===== src/rtl/adcres_pkg.sv =====
package adcres_pkg;
   // Byte lane selected by bit 0 of the CPU offset
   typedef enum logic {
      LANE_UPPER = 1'b0,
      LANE_HOLD  = 1'b1
   } lane_e;

   function automatic int unsigned clog2_min1(input int unsigned v);
      int unsigned r;
      r = 0;
      while ((1 << r) < v) r++;
      return (r == 0) ? 1 : r;
   endfunction
endpackage


===== src/rtl/adcres_chan_map.sv =====
module adcres_chan_map #(
   parameter int unsigned NUM_REGS  = 4,
   parameter int unsigned SHARED_LO = 2,
   parameter int unsigned CH_W      = 3
) (
   input  logic [CH_W-1:0]     chan,
   output logic [NUM_REGS-1:0] sel
);
   // Group 1: channels NUM_REGS .. 2*NUM_REGS-1 map to registers 0 .. NUM_REGS-1.
   // Group 0: channels SHARED_LO .. NUM_REGS-1 share the register of the same index.
   localparam int unsigned CH_SPAN = 1 << CH_W;

   if (2 * NUM_REGS > CH_SPAN) begin : g_bad_chw
      $error("adcres_chan_map: channel width too small for two groups");
   end
   if (SHARED_LO > NUM_REGS) begin : g_bad_shared
      $error("adcres_chan_map: SHARED_LO exceeds NUM_REGS");
   end

   for (genvar k = 0; k < NUM_REGS; k++) begin : g_sel
      localparam logic [CH_W-1:0] HI_CH = CH_W'(k + NUM_REGS);
      localparam logic [CH_W-1:0] LO_CH = CH_W'(k);
      if (k >= SHARED_LO) begin : g_shared
         assign sel[k] = (chan == HI_CH) || (chan == LO_CH);
      end else begin : g_solo
         assign sel[k] = (chan == HI_CH);
      end
   end
endmodule


===== src/rtl/adcres_bank.sv =====
module adcres_bank #(
   parameter int unsigned NUM_REGS = 4,
   parameter int unsigned RES_W    = 10,
   parameter int unsigned REG_W    = 16
) (
   input  logic                            clk,
   input  logic                            rst_n,
   input  logic                            wr_valid,
   input  logic [NUM_REGS-1:0]             wr_sel,
   input  logic [RES_W-1:0]                wr_data,
   output logic [NUM_REGS-1:0][REG_W-1:0]  view
);
   localparam int unsigned PAD_W = REG_W - RES_W;

   if (RES_W > REG_W) begin : g_bad_width
      $error("adcres_bank: result wider than register");
   end

   for (genvar k = 0; k < NUM_REGS; k++) begin : g_reg
      logic [RES_W-1:0] res_q;

      always_ff @(posedge clk or negedge rst_n) begin
         if (!rst_n) begin
            res_q <= '0;
         end else if (wr_valid && wr_sel[k]) begin
            res_q <= wr_data;
         end
      end

      if (PAD_W > 0) begin : g_pad
         assign view[k] = {res_q, {PAD_W{1'b0}}};
      end else begin : g_nopad
         assign view[k] = res_q;
      end

      // a selected write lands in this register on the next edge
      assert_write_lands_R11: assert property (@(posedge clk) disable iff (!rst_n)
         (wr_valid && wr_sel[k]) |=> (view[k][REG_W-1 -: RES_W] == $past(wr_data)));
   end
endmodule


===== src/rtl/adcres_rdport.sv =====
module adcres_rdport #(
   parameter int unsigned NUM_REGS = 4,
   parameter int unsigned REG_W    = 16,
   parameter int unsigned DATA_W   = 8,
   parameter int unsigned ADDR_W   = 3
) (
   input  logic                            clk,
   input  logic                            rst_n,
   input  logic                            rd_en,
   input  logic [ADDR_W-1:0]               rd_addr,
   input  logic [NUM_REGS-1:0][REG_W-1:0]  view,
   output logic [DATA_W-1:0]               rd_data
);
   import adcres_pkg::*;

   localparam int unsigned IDX_W = ADDR_W - 1;

   if (REG_W != 2 * DATA_W) begin : g_bad_split
      $error("adcres_rdport: register must be exactly two bytes");
   end
   if ((1 << IDX_W) < NUM_REGS) begin : g_bad_addr
      $error("adcres_rdport: offset too narrow for register count");
   end

   lane_e             lane;
   logic [IDX_W-1:0]  idx;
   logic [DATA_W-1:0] hold_q;
   logic [DATA_W-1:0] upper_b;
   logic [DATA_W-1:0] lower_b;
   logic              in_range;

   assign lane     = lane_e'(rd_addr[0]);
   assign idx      = rd_addr[ADDR_W-1:1];
   assign in_range = (int'(idx) < NUM_REGS);

   always_comb begin
      upper_b = '0;
      lower_b = '0;
      for (int k = 0; k < NUM_REGS; k++) begin
         if (idx == IDX_W'(k)) begin
            upper_b = view[k][REG_W-1 -: DATA_W];
            lower_b = view[k][DATA_W-1:0];
         end
      end
   end

   always_ff @(posedge clk or negedge rst_n) begin
      if (!rst_n) begin
         hold_q  <= '0;
         rd_data <= '0;
      end else if (rd_en) begin
         if (lane == LANE_UPPER) begin
            rd_data <= in_range ? upper_b : '0;
            if (in_range) hold_q <= lower_b;
         end else begin
            rd_data <= hold_q;
         end
      end
   end

   // only an upper-byte read may touch the holding byte
   assert_hold_stable_R7: assert property (@(posedge clk) disable iff (!rst_n)
      !(rd_en && lane == LANE_UPPER) |=> $stable(hold_q));

   // without a strobe the output does not move
   assert_rd_hold_R12: assert property (@(posedge clk) disable iff (!rst_n)
      !rd_en |=> $stable(rd_data));

   // lower-byte data never carries bits below the result
   assert_low_zero_R4: assert property (@(posedge clk) disable iff (!rst_n)
      (rd_en && lane == LANE_HOLD) |=> (rd_data[5:0] == 6'd0));
endmodule


===== src/rtl/adcres_regs.sv =====
module adcres_regs #(
   parameter int unsigned NUM_REGS  = 4,
   parameter int unsigned RES_W     = 10,
   parameter int unsigned REG_W     = 16,
   parameter int unsigned DATA_W    = 8,
   parameter int unsigned SHARED_LO = 2,
   parameter int unsigned CH_W      = 3,
   parameter int unsigned ADDR_W    = adcres_pkg::clog2_min1(NUM_REGS) + 1
) (
   input  logic              clk,
   input  logic              rst_n,
   input  logic              cv_valid,
   input  logic [CH_W-1:0]   cv_chan,
   input  logic [RES_W-1:0]  cv_data,
   input  logic              rd_en,
   input  logic [ADDR_W-1:0] rd_addr,
   output logic [DATA_W-1:0] rd_data
);
   logic [NUM_REGS-1:0]            sel;
   logic [NUM_REGS-1:0][REG_W-1:0] view;

   adcres_chan_map #(
      .NUM_REGS (NUM_REGS),
      .SHARED_LO(SHARED_LO),
      .CH_W     (CH_W)
   ) u_map (
      .chan(cv_chan),
      .sel (sel)
   );

   adcres_bank #(
      .NUM_REGS(NUM_REGS),
      .RES_W   (RES_W),
      .REG_W   (REG_W)
   ) u_bank (
      .clk     (clk),
      .rst_n   (rst_n),
      .wr_valid(cv_valid),
      .wr_sel  (sel),
      .wr_data (cv_data),
      .view    (view)
   );

   adcres_rdport #(
      .NUM_REGS(NUM_REGS),
      .REG_W   (REG_W),
      .DATA_W  (DATA_W),
      .ADDR_W  (ADDR_W)
   ) u_rd (
      .clk    (clk),
      .rst_n  (rst_n),
      .rd_en  (rd_en),
      .rd_addr(rd_addr),
      .view   (view),
      .rd_data(rd_data)
   );

   // a channel never reaches more than one register
   assert_single_target_R5: assert property (@(posedge clk) disable iff (!rst_n)
      cv_valid |-> $onehot0(sel));

   // channels below the shared range leave every register untouched
   assert_ignored_chan_R6: assert property (@(posedge clk) disable iff (!rst_n)
      (cv_valid && (int'(cv_chan) < SHARED_LO)) |=> $stable(view));
endmodule


===== config.mk =====
export PLATFORM = sky130hd
export DESIGN_NAME = adcres_regs
export DESIGN_NICKNAME = d
export VERILOG_FILES = /design/src/rtl/adcres_pkg.sv /design/src/rtl/adcres_chan_map.sv /design/src/rtl/adcres_bank.sv /design/src/rtl/adcres_rdport.sv /design/src/rtl/adcres_regs.sv
export SDC_FILE = /design/constraint.sdc
export NUM_CORES = 1
export LEC_CHECK = 0
export ABC_AREA = 1
export BUFFER_PORTS_ARGS = -buffer_cell sky130_fd_sc_hd__buf_2
export CORE_MARGIN = 2
export CORE_UTILIZATION = 33
export CTS_BUF_LIST = sky130_fd_sc_hd__clkbuf_16
export CTS_CLUSTER_SIZE = 30
export DETAILED_ROUTE_END_ITERATION = 6
export SLEW_MARGIN = 20
export SYNTH_ARGS = -nofsm -noshare
export SYNTH_HDL_FRONTEND = slang
export SYNTH_SLANG_ARGS = --single-unit

===== constraint.sdc =====
create_clock -name clk -period 1 [get_ports clk]
set_clock_uncertainty 0.1 [all_clocks]
set_input_delay 0 -clock clk [delete_from_list [all_inputs] [get_ports clk]]
set_output_delay 0 -clock clk [all_outputs]
set_load 0.005 [all_outputs]

==> run_results.csv, run 1 <==
group,metric,value,unit
setup_path,start_kind,"register",
yosys,synth-edff-count,0,
yosys,syn_inst,278,
yosys,synthTopCellsByArea,"dfrtp_1, nand2_1, o21ai_0, nand3_1, nor2_1",
yosys,syn_nets,298,
clock_network,clk_latency,0.28,ns
layout,num-nets-final,357,
yosys,netlist_area,0.00223,mm^2
yosys,synth_most_common_cell,"nand2_1",
setup_path,cp_max_fo,2,
drt,wl_per_cell,12.7,um
layout,nFillCells,659,
yosys,avgSynthCellArea,8.01,um^2
place,hpwl,3510,um
grt,antenna_found_initial,0,
timing,slew_headroom,0.815,
yosys,yosys_register_bits,50,
timing,finalWorstPathRequiredPeriod,0.995,ns
place,gp_congestion,0.831,
drt,vias_per_cell,4.67,
run,cap_violations,0,
timing,hold-worst-slack,0.0395,ns
setup_path,crit_family,"simple AND/OR/NAND/NOR gates",
layout,drive_gt1_frac,0.189,
setup_path,crit_slowest_cell,"dfrtp_1",
clock_network,clk_path_buf_depth,2,
timing,hold_violations,0,
floorplanning,die_height,86.1,um
grt,grt_pass1_vias,1759,
place,pre_cts_slack,-0.00932,ns
yosys,yosysWarnings,0,
drt,dr.pass1.iters,4,
clock_network,root_buffer,"clkbuf_16",
setup_path,cp_data_arrival_time,1.07,ns
timing,period_share,0.995,
yosys,yosys.area.top_type,"dfrtp_1",
layout,seq_area,0.00125,mm^2
drt,drtAntennaViolNets,0,
grt,grt_pass1_wl,8800,um
yosys,synth_commonest_cells,"nand2_1, dfrtp_1, o21ai_0",
timing,fin_ws,0.00542,ns
clock_network,htree_levels,2,
setup_path,critPathKind,"register to register",
grt,track_usage,0.153,
drt,drc,0,
yosys,synth_cell_type_count,14,
setup_path,max_stage_delay,0.38,ns
yosys,synth_top_area_share,0.562,
place,port_buffers,27,
clock_network,clk_pin_slew,0.06,ns
power,ir_drop,900,uV
run_status,outcome,"finished clean",
floorplanning,core.rowCount,29,
setup_path,crit_buf_inv,0,
setup_path,cp-end-kind,"register",
yosys,ys.flop_type,"dfrtp_1",
clock_network,cts_inserted_buffers,5,
floorplanning,start_util,0.347,
power,powerDensity,1720,mW/mm^2
floorplanning,io_pins,28,
power,p_leak,1.55,nW
drt,vias,1940,
layout,area_growth,30.7,%
yosys,ys_seq_area_frac,0.562,
drt,finalWirelength,5260,um
layout,multi_input_area,826,um^2
setup_path,path_cells,"or2_0 -> nand2_1 -> nand2_1 -> nand2_1 -> nand2_1",
clock_network,clock-sinks,50,
setup_path,crit_top_cell,"nand2_1",
grt,gr-total-overflow,0,
drt,drtIter0Drc,108,
clock_network,cts_tree,"done",
floorplanning,die_w,86.1,um
timing,fmax,1.01,GHz
yosys,async_reset_ff_frac,1.00,
timing,rsz0062_at_grt,"yes",
layout,diodes,0,
timing,slew_viol_final,0,
timing,final-setup-viol-count,0,
timing,worstMarginPinSlew,0.277,ns
floorplanning,die-area,0.00742,mm^2
grt,grt_max_degree,51,
hold_path,hold_class,"input pin to register",
floorplanning,core,0.00642,mm^2
setup_path,cp.required,1.08,ns
-- metrics by stage --
stage / total power [mW] / area [um^2] / TNS, ns / util / std cells
2_1_floorplan: 2.99 / 2230 / 0 / - / 278
3_3_place_gp: 3.31 / 2610 / -0.00519 / 0.406 / 391
3_5_place_dp: 3.34 / 2610 / -0.00932 / 0.406 / 391
4_1_cts: 4.99 / 2880 / 0 / 0.448 / 412
5_1_grt: 5.28 / 2910 / -0.141 / 0.453 / 415
6_report: 4.99 / 2910 / 0 / 0.453 / 415
-- logic make-up after synthesis --
group / share of synthesized area
simple gates: 0.261
flops: 0.562
compound gates: 0.106
buf+inv: 0.0708
-- path summary, 6_finish.rpt --
| kind | startpoint | endpoint | slack, ns | depth (start not counted) |
|---|---|---|---|---|
| max in group asynchronous | rst_n | u_bank.g_reg[3].res_q[2] | 0.43 | 3 |
| worst min-delay path | rd_en | u_rd.rd_data[5] | 0.04 | 5 |
| worst min register to register | u_rd.rd_data[1] | u_rd.rd_data[1] | 0.38 | 2 |
| worst max register to register | u_bank.g_reg[2].res_q[4] | u_rd.rd_data[2] | 0.005 | 5 |
| min in group asynchronous | rst_n | u_bank.g_reg[3].res_q[4] | 0.12 | 3 |
| worst max-delay path | u_bank.g_reg[2].res_q[4] | u_rd.rd_data[2] | 0.005 | 5 |
-- final cells by class --
cell class	instances	share of cell area
Clock buffer	5	0.0430
Clock inverter	3	0.00430
Inverter	24	0.0310
Multi-Input combinational cell	192	0.284
Sequential cell	50	0.430
Tap cell	77	0.0331
Timing Repair Buffer	64	0.175
-- flip-flops by register name (all words and copies together) (netlist names) --
register and cells:
u_bank.g.res_q 40, u_rd.hold_q 2, u_rd.rd_data 8
-- per-layer routing --
layer | share of wire | global-route usage | vias to the layer above
li1 | - | - | 983
met2 | 0.44 | 0.232 | 39
met1 | 0.52 | 0.224 | 914
met4 | 0.010 | 0.0390 | 0
met5 | 0 | 0 | -
met3 | 0.031 | 0.0318 | 4
-- what timing repair did --
action	4_1_cts	5_1_grt
gates cloned	0	0
setup buffers	0	3
resized for setup	1	9
endpoints found under the setup margin	2	8
pin swaps	1	9
hold buffers	13	0
hold endpoints to repair	91	0
-- report_power, final --
group | switching, mW | internal, mW | total [mW] | leakage [nW]
Sequential | 0.195 | 2.36 | 2.55 | 0.632
Combinational | 0.433 | 0.399 | 0.833 | 0.844
Clock | 0.700 | 0.905 | 1.61 | 0.0724
Total | 1.33 | 3.66 | 4.99 | 1.55
-- worst min-delay path, delay by kind of cell --
kind	cells	cell delay (ns)
buffers and inverters	3	0.28
AND/OR/NAND/NOR	2	0.10
-- layout by cell type, fill, tap and decap left out, types with 2 or more instances in the layout --
cell	n
buf_4	19
buf_2	27
nand3_1	17
or2_0	2
nor2_2	2
buf_12	5
clkbuf_16	5
o21ai_0	40
dfrtp_1	50
nor2_1	24
dlygate4sd3_1	13
inv_1	23
nand2_1	97
o21ai_1	6
inv_2	2
(Power assumes the default switching activity.)
==> inputs of run 2 (changes only) <==
--- a/config.mk
+++ b/config.mk
@@ -12,6 +12,7 @@
 export CTS_BUF_LIST = sky130_fd_sc_hd__clkbuf_16
 export CTS_CLUSTER_SIZE = 30
 export DETAILED_ROUTE_END_ITERATION = 6
+export MAX_ROUTING_LAYER = met4
 export SLEW_MARGIN = 20
 export SYNTH_ARGS = -nofsm -noshare
 export SYNTH_HDL_FRONTEND = slang
==> run_results.csv, run 2 (same netlist as run 1, synthesis figures left out) <==
group,metric,value,unit
power,internal-power,3.66,mW
timing,finalWorstPathRequiredPeriod,0.989,ns
power,powerDensity,1710,mW/mm^2
floorplanning,die_w,86.1,um
setup_path,cp-end-kind,"register",
run,cap_violations,0,
grt,grt_pass1_wl,8780,um
floorplanning,die_height,86.1,um
timing,fmax,1.01,GHz
setup_path,max_stage_delay,0.38,ns
floorplanning,io_pins,28,
layout,diodes,0,
drt,vias,1943,
grt,globalRouteMet1Util,0.222,
setup_path,critPathKind,"register to register",
grt,grt_pass1_vias,1760,
setup_path,crit_slowest_cell,"dfrtp_1",
setup_path,cp.required,1.08,ns
timing,slew_headroom,0.815,
floorplanning,die-area,0.00742,mm^2
timing,slew_viol_final,0,
layout,final_common_cell,"nand2_1",
grt,antenna_found_initial,0,
grt,track_usage,0.158,
setup_path,crit_family,"simple AND/OR/NAND/NOR gates",
timing,fin_ws,0.0106,ns
place,pre_cts_slack,-0.00932,ns
timing,hold-worst-slack,0.0357,ns
timing,worstMarginPinSlew,0.277,ns
power,swShare,0.265,
clock_network,clk_path_buf_depth,2,
floorplanning,core.rowCount,29,
timing,final-setup-viol-count,0,
timing,rsz0062_at_grt,"yes",
layout,drive_gt1_frac,0.189,
setup_path,crit_buf_inv,0,
layout,reg.largest.list,"u_bank.g.res_q: 40 flops, u_rd.rd_data: 8 flops, u_rd.hold_q: 2 flops",
setup_path,start_kind,"register",
place,port_buffers,27,
power,ir_drop,894,uV
clock_network,cts_inserted_buffers,5,
drt,dr.pass1.iters,5,
setup_path,cp_max_fo,2,
floorplanning,start_util,0.347,
layout,num-nets-final,357,
layout,nFillCells,659,
layout,fin_cells,415,
layout,area_growth,30.7,%
grt,gr-total-overflow,0,
power,p_leak,1.55,nW
drt,drtAntennaViolNets,0,
power,switchingPower,1.32,mW
clock_network,root_buffer,"clkbuf_16",
clock_network,clock-sinks,50,
drt,drc,0,
clock_network,cts_tree,"done",
power,power.total,4.98,mW
place,gp_congestion,0.844,
grt,gr-usage-met3,0.0318,
power,pwr-share-clk,0.321,
layout,largest_register,"u_bank.g.res_q",
layout,largest_register_ff_count,40,
grt,top_usage_layer,"met2",
clock_network,htree_levels,2,
timing,hold_violations,0,
power,comb_power_share,0.167,
drt,drtIter0Drc,101,
place,hpwl,3510,um
place,place_area,0.00261,mm^2
place,placed_cells,391,
layout,design_area,0.00291,mm^2
layout,final_cell_mix,"nand2_1, dfrtp_1, o21ai_0",
setup_path,path_cells,"or2_0 -> nand2_1 -> nand2_1 -> nand2_1 -> nand2_1",
drt,finalWirelength,5250,um
grt,grt_max_degree,51,
setup_path,cp_data_arrival_time,1.07,ns
floorplanning,core,0.00642,mm^2
power,seqPwrFrac,0.512,
clock_network,clk_latency,0.28,ns
setup_path,crit_top_cell,"nand2_1",
hold_path,hold_class,"input pin to register",
drt,wl_per_cell,12.7,um
drt,vias_per_cell,4.68,
timing,period_share,0.989,
clock_network,clk_pin_slew,0.06,ns
run_status,outcome,"finished clean",
grt,grt_util_met2,0.233,
[run 2: cell counts in the layout (fill, tap and decap cells not counted)]
No cell type changed its count.
[run 2: final cells by class]
cell class | count | area, um^2 | share of cell area
Clock buffer | 5 | 125 | 0.0430
Clock inverter | 3 | 12.5 | 0.00430
Inverter | 24 | 90.1 | 0.0310
Multi-Input combinational cell | 192 | 826 | 0.284
Sequential cell | 50 | 1250 | 0.430
Tap cell | 77 | 96.3 | 0.0331
Timing Repair Buffer | 64 | 508 | 0.175
[run 2: what timing repair did]
item                                   CTS  global route
gates resized for setup                  1             9
buffers inserted                         0             3
pin swaps                                1             9
endpoints found under the hold margin   91             0
hold buffers                            13             0
setup endpoints to repair                2             8
[run 2: per-layer routing]
| layer | wire, um | share of wire | vias to the layer above |
|---|---|---|---|
| li1 | - | - | 983 |
| met1 | 2590 | 0.49 | 903 |
| met2 | 2320 | 0.44 | 52 |
| met3 | 277 | 0.053 | 5 |
| met4 | 55 | 0.010 | 0 |
| met5 | 0 | 0 | - |
[run 2: worst paths after layout]
| kind | from | endpoint | slack (ns) | cells past startpoint |
|---|---|---|---|---|
| hold / removal | rd_en | u_rd.rd_data[1] | 0.04 | 5 |
| min in group asynchronous | rst_n | u_bank.g_reg[3].res_q[4] | 0.12 | 3 |
| setup / recovery | u_bank.g_reg[2].res_q[4] | u_rd.rd_data[2] | 0.01 | 5 |
| setup reg to reg | u_bank.g_reg[2].res_q[4] | u_rd.rd_data[2] | 0.01 | 5 |
| hold reg to reg | u_rd.rd_data[5] | u_rd.rd_data[5] | 0.38 | 2 |
| max in group asynchronous | rst_n | u_rd.rd_data[3] | 0.43 | 3 |
[run 2: power groups by stage]
stage | clock [mW] | sequential (mW) | combinational (mW)
4_1_cts | 1.64 | 2.54 | 0.805
3_3_place_gp | 0 | 2.57 | 0.748
5_1_grt | 1.70 | 2.59 | 0.979
3_5_place_dp | 0 | 2.57 | 0.764
6_report | 1.60 | 2.55 | 0.832
2_1_floorplan | 0 | 2.52 | 0.461
[run 2: worst reg2reg max path, stage by stage (launching register included)]
cell     delay, ns
dfrtp_1       0.38
or2_0         0.21
nand2_1       0.07
nand2_1       0.04
nand2_1       0.05
nand2_1       0.04
[run 2: through the flow]
step,utilization,TNS (ns)
CTS,0.448,0
floorplan,-,0
finish,0.453,0
global route,0.453,-0.141
global placement,0.406,-0.00519
detailed placement,0.406,-0.00932
